<file path="config.mk">
export PLATFORM = sky130hd
export DESIGN_NAME = sdram_boot_refresh
export DESIGN_NICKNAME = d
export VERILOG_FILES = /design/src/rtl/sbr_pkg.sv /design/src/rtl/sbr_datapath.sv /design/src/rtl/sbr_ctrl.sv /design/src/rtl/sdram_boot_refresh.sv
export SDC_FILE = /design/constraint.sdc
export NUM_CORES = 1
export LEC_CHECK = 0
export BUFFER_PORTS_ARGS = -buffer_cell sky130_fd_sc_hd__buf_2
export CAP_MARGIN = 20
export CELL_PAD_IN_SITES_DETAIL_PLACEMENT = 2
export CELL_PAD_IN_SITES_GLOBAL_PLACEMENT = 2
export CORE_MARGIN = 2
export CORE_UTILIZATION = 36
export DETAILED_ROUTE_END_ITERATION = 16
export PLACE_DENSITY_LB_ADDON = 0.1
export SETUP_SLACK_MARGIN = 0.3
export SYNTH_ARGS = -nofsm -noshare
export SYNTH_HDL_FRONTEND = slang
export SYNTH_SLANG_ARGS = --single-unit
</file>
<file path="constraint.sdc">
create_clock -name clk -period 2.65 [get_ports clk]
set_clock_uncertainty 0.05 [all_clocks]
set_input_delay 0.53 -clock clk [delete_from_list [all_inputs] [get_ports clk]]
set_output_delay 0.53 -clock clk [all_outputs]
set_load 0.01 [all_outputs]
</file>
<file path="src/rtl/sbr_pkg.sv">
package sbr_pkg;

  // Command encodings on {csN, rasN, casN, weN}
  localparam logic [3:0] CMD_DESEL = 4'b1111;
  localparam logic [3:0] CMD_NOP   = 4'b0111;
  localparam logic [3:0] CMD_PRE   = 4'b0010;
  localparam logic [3:0] CMD_REF   = 4'b0001;
  localparam logic [3:0] CMD_MRS   = 4'b0000;

  typedef enum logic [2:0] {
    ST_PRE,
    ST_WAIT_RP,
    ST_REF,
    ST_WAIT_RFC,
    ST_MRS,
    ST_WAIT_MRD,
    ST_IDLE
  } seqState_t;

  typedef enum logic [1:0] {
    WAIT_RP  = 2'd0,
    WAIT_RFC = 2'd1,
    WAIT_MRD = 2'd2
  } waitSel_t;

  // Strobes from control to datapath
  typedef struct packed {
    logic     issuePre;
    logic     issueRef;
    logic     issueMrs;
    logic     loadWait;
    waitSel_t waitSel;
    logic     countDown;
  } seqStrobe_t;

endpackage

</file>
<file path="src/rtl/sbr_datapath.sv">
module sbr_datapath
  import sbr_pkg::*;
#(
  parameter int              ADDR_W       = 12,
  parameter int              T_RP         = 3,
  parameter int              T_RFC        = 9,
  parameter int              T_MRD        = 2,
  parameter int              REF_INTERVAL = 781,
  parameter logic [ADDR_W-1:0] MODE_WORD  = 12'h032
) (
  input  logic              clk,
  input  logic              rstN,
  input  seqStrobe_t        strobe,
  input  logic              runTimer,
  output logic              waitZero,
  output logic              refPending,
  output logic              cke,
  output logic              csN,
  output logic              rasN,
  output logic              casN,
  output logic              weN,
  output logic [1:0]        ba,
  output logic [ADDR_W-1:0] addr
);

  localparam int MAX_T  = (T_RFC > T_RP) ? ((T_RFC > T_MRD) ? T_RFC : T_MRD)
                                         : ((T_RP > T_MRD) ? T_RP : T_MRD);
  localparam int WAIT_W = $clog2(MAX_T + 1);
  localparam int IVL_W  = $clog2(REF_INTERVAL + 1);
  localparam logic [ADDR_W-1:0] LOW_MASK   = {{(ADDR_W-10){1'b0}}, {10{1'b1}}};
  localparam logic [ADDR_W-1:0] MODE_CLEAN = MODE_WORD & LOW_MASK;
  localparam logic [ADDR_W-1:0] ALL_BANKS  = ADDR_W'(1) << 10;

  // Spacing counter between commands
  logic [WAIT_W-1:0] waitCnt;
  logic [WAIT_W-1:0] loadVal;

  always_comb begin
    case (strobe.waitSel)
      WAIT_RP:  loadVal = WAIT_W'(T_RP - 2);
      WAIT_RFC: loadVal = WAIT_W'(T_RFC - 2);
      default:  loadVal = WAIT_W'(T_MRD - 2);
    endcase
  end

  always_ff @(posedge clk) begin
    if (!rstN) begin
      waitCnt <= '0;
    end else if (strobe.loadWait) begin
      waitCnt <= loadVal;
    end else if (strobe.countDown) begin
      waitCnt <= waitCnt - 1'b1;
    end
  end

  assign waitZero = (waitCnt == '0);

  // Refresh interval timer
  logic [IVL_W-1:0] ivlCnt;
  logic             ivlHit;
  logic             pendQ;

  assign ivlHit = runTimer && (ivlCnt == IVL_W'(REF_INTERVAL - 1));

  always_ff @(posedge clk) begin
    if (!rstN) begin
      ivlCnt <= '0;
      pendQ  <= 1'b0;
    end else begin
      if (runTimer) begin
        ivlCnt <= ivlHit ? '0 : ivlCnt + 1'b1;
      end
      if (ivlHit) begin
        pendQ <= 1'b1;
      end else if (strobe.issueRef) begin
        pendQ <= 1'b0;
      end
    end
  end

  assign refPending = pendQ;

  // Registered command pins
  logic [3:0]        cmdQ;
  logic [ADDR_W-1:0] addrQ;
  logic              ckeQ;

  always_ff @(posedge clk) begin
    if (!rstN) begin
      cmdQ  <= CMD_DESEL;
      addrQ <= '0;
      ckeQ  <= 1'b0;
    end else begin
      ckeQ <= 1'b1;
      if (strobe.issuePre) begin
        cmdQ  <= CMD_PRE;
        addrQ <= ALL_BANKS;
      end else if (strobe.issueRef) begin
        cmdQ  <= CMD_REF;
        addrQ <= '0;
      end else if (strobe.issueMrs) begin
        cmdQ  <= CMD_MRS;
        addrQ <= MODE_CLEAN;
      end else begin
        cmdQ  <= CMD_NOP;
        addrQ <= '0;
      end
    end
  end

  assign {csN, rasN, casN, weN} = cmdQ;
  assign addr = addrQ;
  assign ba   = 2'b00;
  assign cke  = ckeQ;

  AST_WAIT_NO_UNDERFLOW: assert property (@(posedge clk) disable iff (!rstN)
    strobe.countDown |-> (waitCnt != '0));

  AST_PENDING_CLEARS: assert property (@(posedge clk) disable iff (!rstN)
    (strobe.issueRef && pendQ && !ivlHit) |=> !pendQ);

endmodule

</file>
<file path="src/rtl/sbr_ctrl.sv">
module sbr_ctrl
  import sbr_pkg::*;
(
  input  logic       clk,
  input  logic       rstN,
  input  logic       userReq,
  input  logic       waitZero,
  input  logic       refPending,
  output seqStrobe_t strobe,
  output logic       ready,
  output logic       grant
);

  seqState_t state, stateNext;
  logic initPhase;
  logic secondRef;
  logic readyQ;
  logic grantQ;

  always_comb begin
    strobe    = '0;
    stateNext = state;
    case (state)
      ST_PRE: begin
        strobe.issuePre = 1'b1;
        strobe.loadWait = 1'b1;
        strobe.waitSel  = WAIT_RP;
        stateNext       = ST_WAIT_RP;
      end
      ST_WAIT_RP: begin
        if (waitZero) stateNext = ST_REF;
        else          strobe.countDown = 1'b1;
      end
      ST_REF: begin
        strobe.issueRef = 1'b1;
        strobe.loadWait = 1'b1;
        strobe.waitSel  = WAIT_RFC;
        stateNext       = ST_WAIT_RFC;
      end
      ST_WAIT_RFC: begin
        if (waitZero) begin
          if (initPhase && !secondRef) stateNext = ST_REF;
          else if (initPhase)          stateNext = ST_MRS;
          else                         stateNext = ST_IDLE;
        end else begin
          strobe.countDown = 1'b1;
        end
      end
      ST_MRS: begin
        strobe.issueMrs = 1'b1;
        strobe.loadWait = 1'b1;
        strobe.waitSel  = WAIT_MRD;
        stateNext       = ST_WAIT_MRD;
      end
      ST_WAIT_MRD: begin
        if (waitZero) stateNext = ST_IDLE;
        else          strobe.countDown = 1'b1;
      end
      ST_IDLE: begin
        if (refPending && !grantQ) stateNext = ST_PRE;
      end
      default: stateNext = ST_IDLE;
    endcase
  end

  always_ff @(posedge clk) begin
    if (!rstN) begin
      state     <= ST_PRE;
      initPhase <= 1'b1;
      secondRef <= 1'b0;
      readyQ    <= 1'b0;
      grantQ    <= 1'b0;
    end else begin
      state <= stateNext;
      if (state == ST_WAIT_RFC && waitZero && initPhase) secondRef <= 1'b1;
      if (state == ST_WAIT_MRD && waitZero) initPhase <= 1'b0;
      if (state == ST_IDLE) begin
        readyQ <= 1'b1;
        if (grantQ && !userReq) begin
          grantQ <= 1'b0;
        end else if (!grantQ && userReq && readyQ && !refPending) begin
          grantQ <= 1'b1;
        end
      end
    end
  end

  assign ready = readyQ;
  assign grant = grantQ;

  AST_READY_STICKY: assert property (@(posedge clk) disable iff (!rstN)
    readyQ |=> readyQ);

  AST_GRANT_NEEDS_READY: assert property (@(posedge clk) disable iff (!rstN)
    grantQ |-> readyQ);

  AST_NO_REFRESH_UNDER_GRANT: assert property (@(posedge clk) disable iff (!rstN)
    grantQ |-> !(strobe.issuePre || strobe.issueRef || strobe.issueMrs));

endmodule

</file>
<file path="src/rtl/sdram_boot_refresh.sv">
module sdram_boot_refresh
  import sbr_pkg::*;
#(
  parameter int              ADDR_W            = 12,
  parameter int              CLK_MHZ           = 50,
  parameter int              REFRESH_COUNT     = 4096,
  parameter int              REFRESH_WINDOW_US = 64000,
  parameter int              T_RP              = 3,
  parameter int              T_RFC             = 9,
  parameter int              T_MRD             = 2,
  parameter logic [ADDR_W-1:0] MODE_WORD       = 12'h032
) (
  input  logic              clk,
  input  logic              rstN,
  input  logic              userReq,
  output logic              userGrant,
  output logic              ready,
  output logic              cke,
  output logic              csN,
  output logic              rasN,
  output logic              casN,
  output logic              weN,
  output logic [1:0]        ba,
  output logic [ADDR_W-1:0] addr
);

  localparam int REF_INTERVAL = CLK_MHZ * REFRESH_WINDOW_US / REFRESH_COUNT;

  seqStrobe_t strobe;
  logic waitZero;
  logic refPending;

  sbr_ctrl u_ctrl (
    .clk        (clk),
    .rstN       (rstN),
    .userReq    (userReq),
    .waitZero   (waitZero),
    .refPending (refPending),
    .strobe     (strobe),
    .ready      (ready),
    .grant      (userGrant)
  );

  sbr_datapath #(
    .ADDR_W       (ADDR_W),
    .T_RP         (T_RP),
    .T_RFC        (T_RFC),
    .T_MRD        (T_MRD),
    .REF_INTERVAL (REF_INTERVAL),
    .MODE_WORD    (MODE_WORD)
  ) u_datapath (
    .clk        (clk),
    .rstN       (rstN),
    .strobe     (strobe),
    .runTimer   (ready),
    .waitZero   (waitZero),
    .refPending (refPending),
    .cke        (cke),
    .csN        (csN),
    .rasN       (rasN),
    .casN       (casN),
    .weN        (weN),
    .ba         (ba),
    .addr       (addr)
  );

  AST_CKE_STAYS_HIGH: assert property (@(posedge clk) disable iff (!rstN)
    cke |=> cke);

  AST_NOP_WHILE_GRANTED: assert property (@(posedge clk) disable iff (!rstN)
    userGrant |-> ({csN, rasN, casN, weN} == CMD_NOP));

  AST_PRE_ALL_BANKS: assert property (@(posedge clk) disable iff (!rstN)
    ({csN, rasN, casN, weN} == CMD_PRE) |-> addr[10]);

  AST_MRS_TOP_BITS_CLEAR: assert property (@(posedge clk) disable iff (!rstN)
    ({csN, rasN, casN, weN} == CMD_MRS) |-> (addr[11:10] == 2'b00 && ba == 2'b00));

endmodule

</file>
**Word level (Yosys, flattened, before mapping)**

Cells that the tools add are included.

- Add/subtract/negate cells: 2
- Equal/unequal tests: 12
- Multiplexer cells: 28
- Bitwise gates (word level): 1
- Reductions and logical operators: 25

Operators with widths:

| cell | count |
|---|---|
| 11-bit two-way mux | 2 |
| 3-bit one-hot mux with 7 select lines | 1 |
| 3-bit two-way mux | 6 |
| 4-bit two-way mux | 4 |
| 10-bit by 1-bit adder with 10-bit output, second input constant | 1 |
| 10-bit == test, second input constant | 1 |
| 1-bit logical AND | 10 |
| 1-bit two-way mux | 10 |
| 10-bit two-way mux | 1 |
| 3-bit == test, second input constant | 3 |
| 3-bit one-hot mux with 3 select lines | 1 |
| 2-bit by 1-bit inequality test with 1-bit output, second input constant | 4 |
| 3-bit by 2-bit == test with 1-bit output, second input constant | 2 |
| 6-bit two-way mux | 1 |
| 3-bit one-hot mux with 2 select lines | 1 |
| 2-bit nonzero test | 3 |
| 3-bit OR reduction | 2 |
| 1-bit logical NOT | 4 |
| 4-bit logical NOT | 1 |
| 4-bit AND reduction | 1 |
| 4-bit by 1-bit subtractor with 4-bit output, second input constant | 1 |
| 3-bit by 1-bit == test with 1-bit output, second input constant | 1 |
| 3-bit logical NOT | 1 |
| 2-bit by 1-bit == test with 1-bit output, second input constant | 1 |
| 5 further kinds | 5 |

- Register bits: 39
- Bits of input ports: 3
- Output and inout bits: 21
- Logic and storage cells: 81

**Depth between registers and ports, before layout**

Gate-level depths: netlist (run 1).

- Word-level depth: 6
- Depth in mapped cells: 5
- Depth with buffers taken out: 5

**Hierarchy**

A second synthesis (run 1) with hierarchy kept.

- Cells, all modules: 153
- Area total of the unflattened synthesis: 1,417.6 um^2

Modules (own cells, without submodules):

| module | instances | cells an instance | area each (um^2) | seq. area each (um^2) |
|---|---|---|---|---|
| sbr_datapath | 1 | 111 | 1,044.8 | 440.4 |
| sbr_ctrl | 1 | 42 | 372.9 | 140.1 |

**Least setup slack after synthesis (run 1)**

No wires, ideal clock.

- Kind: register to register
- Start: register u_datapath.waitCnt[0]
- End: register u_datapath.waitCnt[1]
- Setup time: 0.086 ns
- Data arrival time: 1.266 ns
- Required time: 2.514 ns
- Slack: 1.249 ns
- Cell stages (with the launch flop): 6
- Buffers on the path: 0
- Period minus slack after synthesis: 1.401 ns
- Cells stage by stage: dfxtp_1 > inv_1 > ha_1 > or3b_1 > and3_1 > a211oi_1

- Cells in the longest elaborated chain, start to end: 4
- Elaborated cells between the ends (all ways): 7
- Those cells by class: 1 x add/sub; 4 x mux; 2 x reduce/logical

Ends and longest elaborated chain:

| item | line | source |
|---|---|---|
| start, declared | sbr_datapath.sv:35 | `logic [WAIT_W-1:0] waitCnt;` |
| start signal, assigned | sbr_datapath.sv:50 | `waitCnt <= loadVal;` |
| start signal, assigned | sbr_datapath.sv:52 | `waitCnt <= waitCnt - 1'b1;` |
| branches (longest 4 deep; another with 4-bit by 1-bit subtractor with 4-bit output) | -- |  |

Parallel ways; which one is timed is not known. The select of a mux whose other input is x is not followed.
A chain may end at the register's enable or synchronous reset.

**Worst setup path after layout (run 1)**

- Start: register u_ctrl.readyQ, in the netlist u_ctrl.ready
- End: output ready

RTL lines:

| item | line | source |
|---|---|---|
| start, declared | sbr_ctrl.sv:17 | `logic readyQ;` |
| start signal, assigned | sbr_ctrl.sv:71 | `readyQ <= 1'b0;` |
| start signal, assigned | sbr_ctrl.sv:78 | `readyQ <= 1'b1;` |
| end, declared | sdram_boot_refresh.sv:17 | `output logic ready,` |

No word-level cell between the ends.

==> summary.json, run 1 <==
{
  "hp-start": "u_datapath.ivlCnt[9]",
  "routed_wirelength_microns": 3636,
  "overall_via_count_from_detail_route": 1189,
  "cts_inserted_buffers": 5,
  "post-route-drc-count": 0,
  "fin_nets": 173,
  "final.setup.tns_ns": 0,
  "p_leak_uw": 0.0006107,
  "cts.clk_slew.worst_paths_ns": 0.06,
  "synth_compound_area_share_pct": 18.04,
  "worstPathBufferInverterCount": 1,
  "hold_buffer_count_at_cts": 0,
  "rr_startpoint": "u_ctrl.ready",
  "wl_met2_microns": 1762,
  "timing.critical_path.fanout_max": 12,
  "ctsResizeCount": 0,
  "x_dimension_of_the_die_microns": 66.70,
  "worst_hold_path.endpoint": "u_datapath.ivlCnt[9]",
  "syn_area_sq_mm": 0.001415,
  "path_class": "register to output port",
  "power.clock.fraction_pct": 36.7,
  "cp_data_required_time_ns": 2.07,
  "maxUsedRoutingLayer": "met4",
  "cp_slowest_cell": "dfxtp_1",
  "worstRegToRegCells": 3,
  "worst_ep_arrival_time_ns": 1.09,
  "r2r-end": "u_datapath.ivlCnt[9]",
  "holdPathStages": 2,
  "max-cap-violations": 0,
  "drt.antenna.violating_nets": 0,
  "post-dp-hpwl_microns": 2541,
  "final_period_demand_of_the_worst_path_ns": 1.671,
  "clk-insertion-delay-late_ns": 0.28,
  "met1_length_microns": 1613,
  "post-cts-setup-buffers": 0,
  "grt_pass1_vias": 1191,
  "row_count": 22,
  "io_buffers": 13,
  "layout-area-overhead-vs-synth_pct": 11.23,
  "finalHoldViolations": 0,
  "synthCells": 156,
  "cts_buffer_depth": 2,
  "largest_net_degree_at_the_start_of_global_routing": 22,
  "global_route.overflow_total": 0,
  "synth.area.mux_share_pct": 0.7073,
  "ys_top_cells_by_area": "dfxtp_1 41%, buf_4 6.4%, nand4_1 3.5%, a21oi_1 2.8%, ha_1 2.7%",
  "route.detailed.wl_per_inst_microns": 16.83,
  "max_clock_freq_mhz": 598.3,
  "detailroute.wirelength.met3_microns": 186,
  "finalSetupViolations": 0,
  "total_switching_power_uw": 395.6,
  "filler_cell_count": 417,
  "chipHeight_microns": 66.70,
  "synthesis.area_per_instance_sq_um": 9.071,
  "setup.worst_path.start_class": "register",
  "vdd_ir_drop_max_mv": 0.4129,
  "run_status": "finished clean",
  "diodes": 0,
  "gr-usage-all-layers_pct": 18.66,
  "yosys_warnings": 0,
  "layout.core_utilization_pct": 42.36,
  "grt_pass1_wl_microns": 6058,
  "detail_route.vias_per_cell": 5.505,
  "critical_path.cell_chain": "buf_2",
  "synth_top_cell_area_share_pct": 41.03,
  "start_util_pct": 38.08,
  "detail_route.first_pass.iterations": 4,
  "synth-adder-area-share_pct": 2.653,
  "end_kind": "output port",
  "grt_antenna_before_repair": 0,
  "gp_congestion": 0.7661,
  "share_seq_of_total_power_pct": 43.0,
  "cts_htree_levels": 2,
  "synth_cell_types": 46,
  "detailedRoute.firstIterationViolations": 38,
  "int_power_uw": 894.2,
  "ioPinCount": 24,
  "floorplan.core_area_sq_mm": 0.003716,
  "yosysSeqAreaShare_pct": 41.03,
  "power_switching_share_pct": 30.67,
  "dominant_combinational_cell_family_by_area_after_synthesis": "simple AND/OR/NAND/NOR gates",
  "worst_case_headroom_to_the_max_slew_limit_pct": 50.26,
  "finalMaxSlewViolations": 0,
  "full_die_area_sq_mm": 0.004448,
  "synth_largest_area_cell": "dfxtp_1",
  "largest_delay_contributor_family_on_the_critical_path": "flip-flops",
  "final_layout_size_suffix_gt1_share_pct": 17.86,
  "hold_path_class": "register to register",
  "clock_tree.root_cell": "clkbuf_8",
  "tritoncts_clock_tree": "done",
  "power.combinational.fraction_pct": 20.3,
  "number_of_sinks_handled_by_clock_tree_synthesis": 29,
  "power.density_mw_per_mm2": 819.5,
  "cpPeakStageDelay_ns": 0.59,
  "timing.final.crit_share_pct": 63.07,
  "synth_xor_area_share_pct": 1.857,
  "transition_time_at_the_pin_with_the_least_slew_margin_ns": 0.7451,
  "post_synth_and_or_nand_nor_area_fraction_pct": 24.85,
  "timing.reg2reg.setup_slack_ns": 1.03,
  "synth.ff_latch_count": 29,
  "unrepaired_setup_endpoints_after_global_routing": "no"
}
[Yosys cell counts, drive strengths merged]
master	n
inv	9
or4	2
o21ai	5
xor2	3
buf	15
ha	3
o31a	1
and3	2
nor4b	1
nand2b	3
or3b	2
a211oi	1
o32ai	2
mux2i	1
a32oi	1
o21a	3
o31ai	3
a2111o	1
a41oi	1
or3	4
a21oi	9
nor2b	6
nor2	7
nand4bb	1
nand2	10
o221ai	1
o41ai	1
o311ai	1
clkbuf	3
nor3	2
nor3b	1
conb	1
nand3b	1
nand4	9
dfxtp	29
a31oi	4
o2111ai	1
nand3	6
[power groups by stage]
stage	clock (uW)	combinational, uW	sequential (uW)
global placement	0	251	556
CTS	488	264	552
global route	512	290	563
finish	474	261	555
floorplan	0	225	523
detailed placement	0	260	560
[cell usage in the layout (no fill, tap or decap), types with 2 or more instances in the layout]
cell type / count
dfxtp_1: 29
ha_1: 3
o31ai_1: 2
a21oi_1: 8
o32ai_1: 2
clkbuf_8: 6
a31oi_1: 4
o21a_1: 3
inv_1: 8
conb_1: 10
or3_2: 3
nand4_1: 8
buf_2: 13
o21ai_0: 5
nand2b_1: 3
nand2_1: 10
nor2_1: 7
nor3_1: 2
nor2b_1: 6
xor2_1: 3
nand3_1: 6
and3_1: 2
[metal layers]
layer,vias to the layer above,GRT usage [%]
li1,563,-
met1,572,23.24
met2,47,30.25
met3,7,4.899
met4,0,7.908
met5,-,0
[sequential cells by signal, summed over array words and instances, names as in the netlist]
signal                 count
u_datapath.waitCnt         4
u_ctrl.state               3
u_datapath.addr            2
u_ctrl.ready               1
u_ctrl.grant               1
u_datapath.cmdQ            4
u_datapath.ivlCnt         10
u_datapath.cke             1
u_ctrl.secondRef           1
u_ctrl.initPhase           1
u_datapath.refPending      1
[worst max path at each step]
stage	end	startpoint	slack (ns)	cells past startpoint
3_5_place_dp	u_datapath.ivlCnt[3]	u_ctrl.ready	1.00	3
5_1_grt	ready	u_ctrl.ready	0.89	1
2_1_floorplan	u_datapath.waitCnt[1]	u_datapath.waitCnt[0]	1.25	5
3_3_place_gp	u_ctrl.state[1]	u_datapath.waitCnt[0]	1.10	5
6_report	ready	u_ctrl.ready	0.98	1
4_1_cts	ready	u_ctrl.ready	0.97	1
[metrics by stage]
stage,total power (uW),worst slack (ns),cells,area [sq um],hold WS [ns]
floorplan,748.0,1.249,165,1449,0.4109
global placement,807.9,1.097,208,1458,0.4253
detailed placement,820.6,1.001,208,1458,0.4406
CTS,1305,0.9652,216,1574,0.4692
global route,1365,0.8894,216,1574,0.4882
finish,1290,0.9785,216,1574,0.4656
[kinds of logic (layout without fill, tap and decap cells)]
| group | Yosys count | after routing |
|---|---|---|
| xor gates and xnor gates | 3 | 3 |
| DFF | 29 | 29 |
| AOI/OAI and AO/OA | 35 | 35 |
| muxes | 1 | 1 |
| buffers and inverters | 27 | 30 |
| and+or+nand+nor | 57 | 57 |
| other | 1 | 10 |
| adders and majority gates | 3 | 3 |
[area by class of cell]
cell class / count / area [sq um] / share of cell area, %
inverter: 9 / 33.78 / 2.146
timing repair buffer: 13 / 65.06 / 4.134
multi-input combinational: 109 / 718.2 / 45.63
tap: 48 / 60.06 / 3.816
clock inverter: 1 / 30.03 / 1.908
sequential: 29 / 580.6 / 36.88
clock buffer: 7 / 86.33 / 5.485
Note: power is estimated with default switching activity, not from simulation.
==> inputs of run 2 (changes only) <==
--- a/config.mk
+++ b/config.mk
@@ -5,12 +5,13 @@
 export SDC_FILE = /design/constraint.sdc
 export NUM_CORES = 1
 export LEC_CHECK = 0
+export ABC_AREA = 1
 export BUFFER_PORTS_ARGS = -buffer_cell sky130_fd_sc_hd__buf_2
 export CAP_MARGIN = 20
 export CELL_PAD_IN_SITES_DETAIL_PLACEMENT = 2
 export CELL_PAD_IN_SITES_GLOBAL_PLACEMENT = 2
 export CORE_MARGIN = 2
-export CORE_UTILIZATION = 36
+export CORE_UTILIZATION = 30
 export DETAILED_ROUTE_END_ITERATION = 16
 export PLACE_DENSITY_LB_ADDON = 0.1
 export SETUP_SLACK_MARGIN = 0.3
==> constraint.sdc (replaced) <==
create_clock -name clk -period 1.6 [get_ports clk]
set_clock_uncertainty 0.05 [all_clocks]
set_input_delay 0.32 -clock clk [delete_from_list [all_inputs] [get_ports clk]]
set_output_delay 0.32 -clock clk [all_outputs]
set_load 0.01 [all_outputs]
==> summary.json, run 2 <==
{
  "registers.top_by_ff_count": "u_datapath.ivlCnt",
  "chipHeight": {"value": 70.74, "unit": "microns", "change": "+6.1%"},
  "most_common_cell_after_layout_fill_and_taps_aside": "nand2_1",
  "fin_nets": {"value": 214, "change": "+24%"},
  "totalPowerFinal": {"value": 1768, "unit": "uW", "change": "+37%"},
  "io_buffers": {"value": 13, "change": "unchanged"},
  "route.detailed.wl_per_inst": {"value": 14.03, "unit": "microns", "change": "-17%"},
  "drt.antenna.violating_nets": {"value": 0, "change": "unchanged"},
  "synthCells": {"value": 185, "change": "+19%"},
  "cp_data_required_time": {"value": 1.23, "unit": "ns", "change": "-0.84 ns"},
  "synth_top_cell_area_share": {"value": 43.45, "unit": "%", "change": "+2.4 points"},
  "finalHoldViolations": {"value": 0, "change": "unchanged"},
  "cts_buffer_depth": {"value": 2, "change": "unchanged"},
  "overall_via_count_from_detail_route": {"value": 1182, "change": "-0.59%"},
  "cpPeakStageDelay": {"value": 0.34, "unit": "ns", "change": "-0.25 ns"},
  "synthesis.area_per_instance": {"value": 7.223, "unit": "sq um", "change": "-20%"},
  "post-dp-hpwl": {"value": 2671, "unit": "microns", "change": "+5.1%"},
  "detail_route.first_pass.iterations": {"value": 3, "change": "-1"},
  "number_of_cells_on_the_critical_path": {"value": 2, "change": "+1"},
  "layout-area-overhead-vs-synth_pct": 23.97,
  "run_status": "finished clean",
  "row_count": {"value": 24, "change": "+9.1%"},
  "clk-insertion-delay-late": {"value": 0.28, "unit": "ns", "change": "about the same"},
  "largest_net_degree_at_the_start_of_global_routing": {"value": 11, "change": "-50%"},
  "x_dimension_of_the_die": {"value": 70.74, "unit": "microns", "change": "+6.1%"},
  "timing.critical_path.fanout_max": {"value": 5, "change": "-7"},
  "hold_path_class": "input port to register",
  "syn_area": {"value": 0.001336, "unit": "sq mm", "change": "-5.6%"},
  "synth.ff_latch_count": {"value": 29, "change": "unchanged"},
  "tritoncts_clock_tree": "done",
  "timing.final.crit_share_pct": 78.47,
  "layout_common_cells": "32 x nand2_1, 30 x nor2_1, 20 x dfxtp_1, 13 x inv_1, 13 x nand3_1",
  "largest_register_ff_count": {"value": 10, "change": "unchanged"},
  "largest_delay_contributor_family_on_the_critical_path": "flip-flops",
  "gp_congestion": {"value": 0.7476, "change": "-2.4%"},
  "post-route-drc-count": {"value": 0, "change": "unchanged"},
  "finalSetupViolations": {"value": 0, "change": "unchanged"},
  "yosysSeqAreaShare": {"value": 43.45, "unit": "%", "change": "+2.4 points"},
  "synth_largest_area_cell": "dfxtp_1",
  "max_clock_freq_mhz": 796.5,
  "reg_top3": "u_datapath.ivlCnt: 10 flops, u_datapath.cmdQ: 4 flops, u_datapath.waitCnt: 4 flops",
  "diodes": {"value": 0, "change": "unchanged"},
  "unrepaired_setup_endpoints_after_global_routing": "yes",
  "cts_inserted_buffers": {"value": 5, "change": "unchanged"},
  "setup.worst_path.start_class": "register",
  "vdd_ir_drop_max": {"value": 0.4616, "unit": "mV", "change": "+12%"},
  "cts.clk_slew.worst_paths": {"value": 0.06, "unit": "ns", "change": "about the same"},
  "start_util": {"value": 30.90, "unit": "%", "change": "-7.2 points"},
  "routed_wirelength": {"value": 3648, "unit": "microns", "change": "+0.33%"},
  "floorplan.core_area": {"value": 0.004324, "unit": "sq mm", "change": "+16%"},
  "synth_common_cells": "38 x nor2_1, 34 x nand2_1, 29 x dfxtp_1",
  "yosys_warnings": {"value": 0, "change": "unchanged"},
  "cp_slowest_cell": "dfxtp_4",
  "holdPathStages": {"value": 1, "change": "-1"},
  "synth_cell_types": {"value": 23, "change": "-50%"},
  "critical_path.cell_chain": "buf_4 > buf_6",
  "end_kind": "output port",
  "final.setup.tns": {"value": 0, "unit": "ns", "change": "unchanged"},
  "ys_top_cells_by_area": "dfxtp_1 43%, nor2_1 11%, nand2_1 9.6%, buf_4 7.3%, nand3_1 5.2%",
  "dp_slack": {"value": 0.1076, "unit": "ns", "change": "-0.8929 ns"},
  "worstRegToRegCells": {"value": 9, "change": "+6"},
  "final_period_demand_of_the_worst_path_ns": 1.255,
  "power.density": {"value": 1067, "unit": "mW/mm^2", "change": "+30%"},
  "p_leak": {"value": 0.0006950, "unit": "uW", "change": "+14%"},
  "global_route.overflow_total": {"value": 0, "change": "unchanged"},
  "layout.core_utilization": {"value": 38.31, "unit": "%", "change": "-4.0 points"},
  "gr-usage-all-layers": {"value": 16.16, "unit": "%", "change": "-2.5 points"},
  "ys_async_sr_fraction": {"value": 0, "unit": "%", "change": "unchanged"},
  "path_class": "register to output port",
  "grt_pass1_vias": {"value": 1290, "change": "+8.3%"},
  "grt_antenna_before_repair": {"value": 0, "change": "unchanged"},
  "ioPinCount": {"value": 24, "change": "unchanged"},
  "cts_htree_levels": {"value": 2, "change": "unchanged"},
  "clock_tree.root_cell": "clkbuf_8",
  "cells_after_dpl": {"value": 249, "change": "+20%"},
  "worst_ep_arrival_time": {"value": 0.89, "unit": "ns", "change": "-0.20 ns"},
  "synth_edf_count": {"value": 0, "change": "unchanged"},
  "full_die_area": {"value": 0.005004, "unit": "sq mm", "change": "+12%"},
  "grt_pass1_wl": {"value": 6285, "unit": "microns", "change": "+3.7%"},
  "final_layout_size_suffix_gt1_share": {"value": 30.29, "unit": "%", "change": "+12 points"},
  "synth.most_common_cell": "nor2_1",
  "detailedRoute.firstIterationViolations": {"value": 23, "change": "-39%"},
  "max-cap-violations": {"value": 0, "change": "unchanged"},
  "worstPathBufferInverterCount": {"value": 2, "change": "+1"},
  "hold_buffer_count_at_cts": {"value": 0, "change": "unchanged"},
  "postLayoutSetupSlackWorst": {"value": 0.3445, "unit": "ns", "change": "-0.6340 ns"},
  "finalMaxSlewViolations": {"value": 0, "change": "unchanged"},
  "synth-main-ff-cell": "dfxtp_1",
  "post_layout_nonfiller_instances": {"value": 260, "change": "+20%"},
  "detail_route.vias_per_cell": {"value": 4.546, "change": "-17%"},
  "number_of_sinks_handled_by_clock_tree_synthesis": {"value": 29, "change": "unchanged"}
}
## run 2: path summary, 6_finish.rpt
check | to | slack [ns] | startpoint
min | u_datapath.cke | 0.20 | rstN
max | ready | 0.34 | u_ctrl.ready
max reg2reg | u_datapath.ivlCnt[8] | 0.36 | u_datapath.ivlCnt[0]
min reg2reg | u_ctrl.secondRef | 0.43 | u_ctrl.secondRef
## run 2: stage by stage
step,cell area (sq um),hold WS (ns)
6_report,1657,0.2041
5_1_grt,1657,0.2056
4_1_cts,1582,0.1919
3_5_place_dp,1425,0.4262
3_3_place_gp,1425,0.4154
2_1_floorplan,1370,0.2977
## run 2: metal layers
metal	vias to the layer above	share of wire (%)	track usage [%]
met5	-	0	0
met4	0	1.9	6.289
met3	7	3.8	3.561
met2	23	48	27.00
met1	555	46	20.32
li1	597	-	-
## run 2: logic make-up after synthesis
logic type	share of synthesized area [%]
adder cells (fa/ha/maj)	2.809
buffers and inverters	13.76
AO/OA/AOI/OAI	8.427
XOR/XNOR	3.278
flip-flops	43.45
other	0.2806
AND/OR/NAND/NOR	28.00
## run 2: worst reg2reg max path: stages (launching register included)
cell and delay [ns]:
dfxtp_4 0.36, inv_2 0.07, ha_4 0.13, nand2_1 0.06
nor2_2 0.09, nand3_2 0.11, nand2_4 0.13, inv_4 0.06
nand2_1 0.05, nor2_1 0.04
## run 2: area by class of cell
class | count | area, sq um
Sequential cell | 29 | 596.8
Multi-Input combinational cell | 130 | 693.2
Clock buffer | 7 | 86.33
Timing Repair Buffer | 21 | 131.4
Fill cell | 528 | 2668
Tap cell | 52 | 65.06
Inverter | 21 | 83.83
## run 2: report_power, final
group | internal [uW] | total, uW | switching [uW]
sequential | 767 | 814 | 46.9
clock | 341 | 611 | 270
combinational | 127 | 343 | 216
## run 2: timing repair
item / in CTS / in global routing
gates resized for setup: 19 / 27
buffers inserted: 4 / 0
setup endpoints to repair: 16 / 17
pin swaps: 7 / 5
cloned: 0 / 0
hold endpoints to repair: 0 / 0
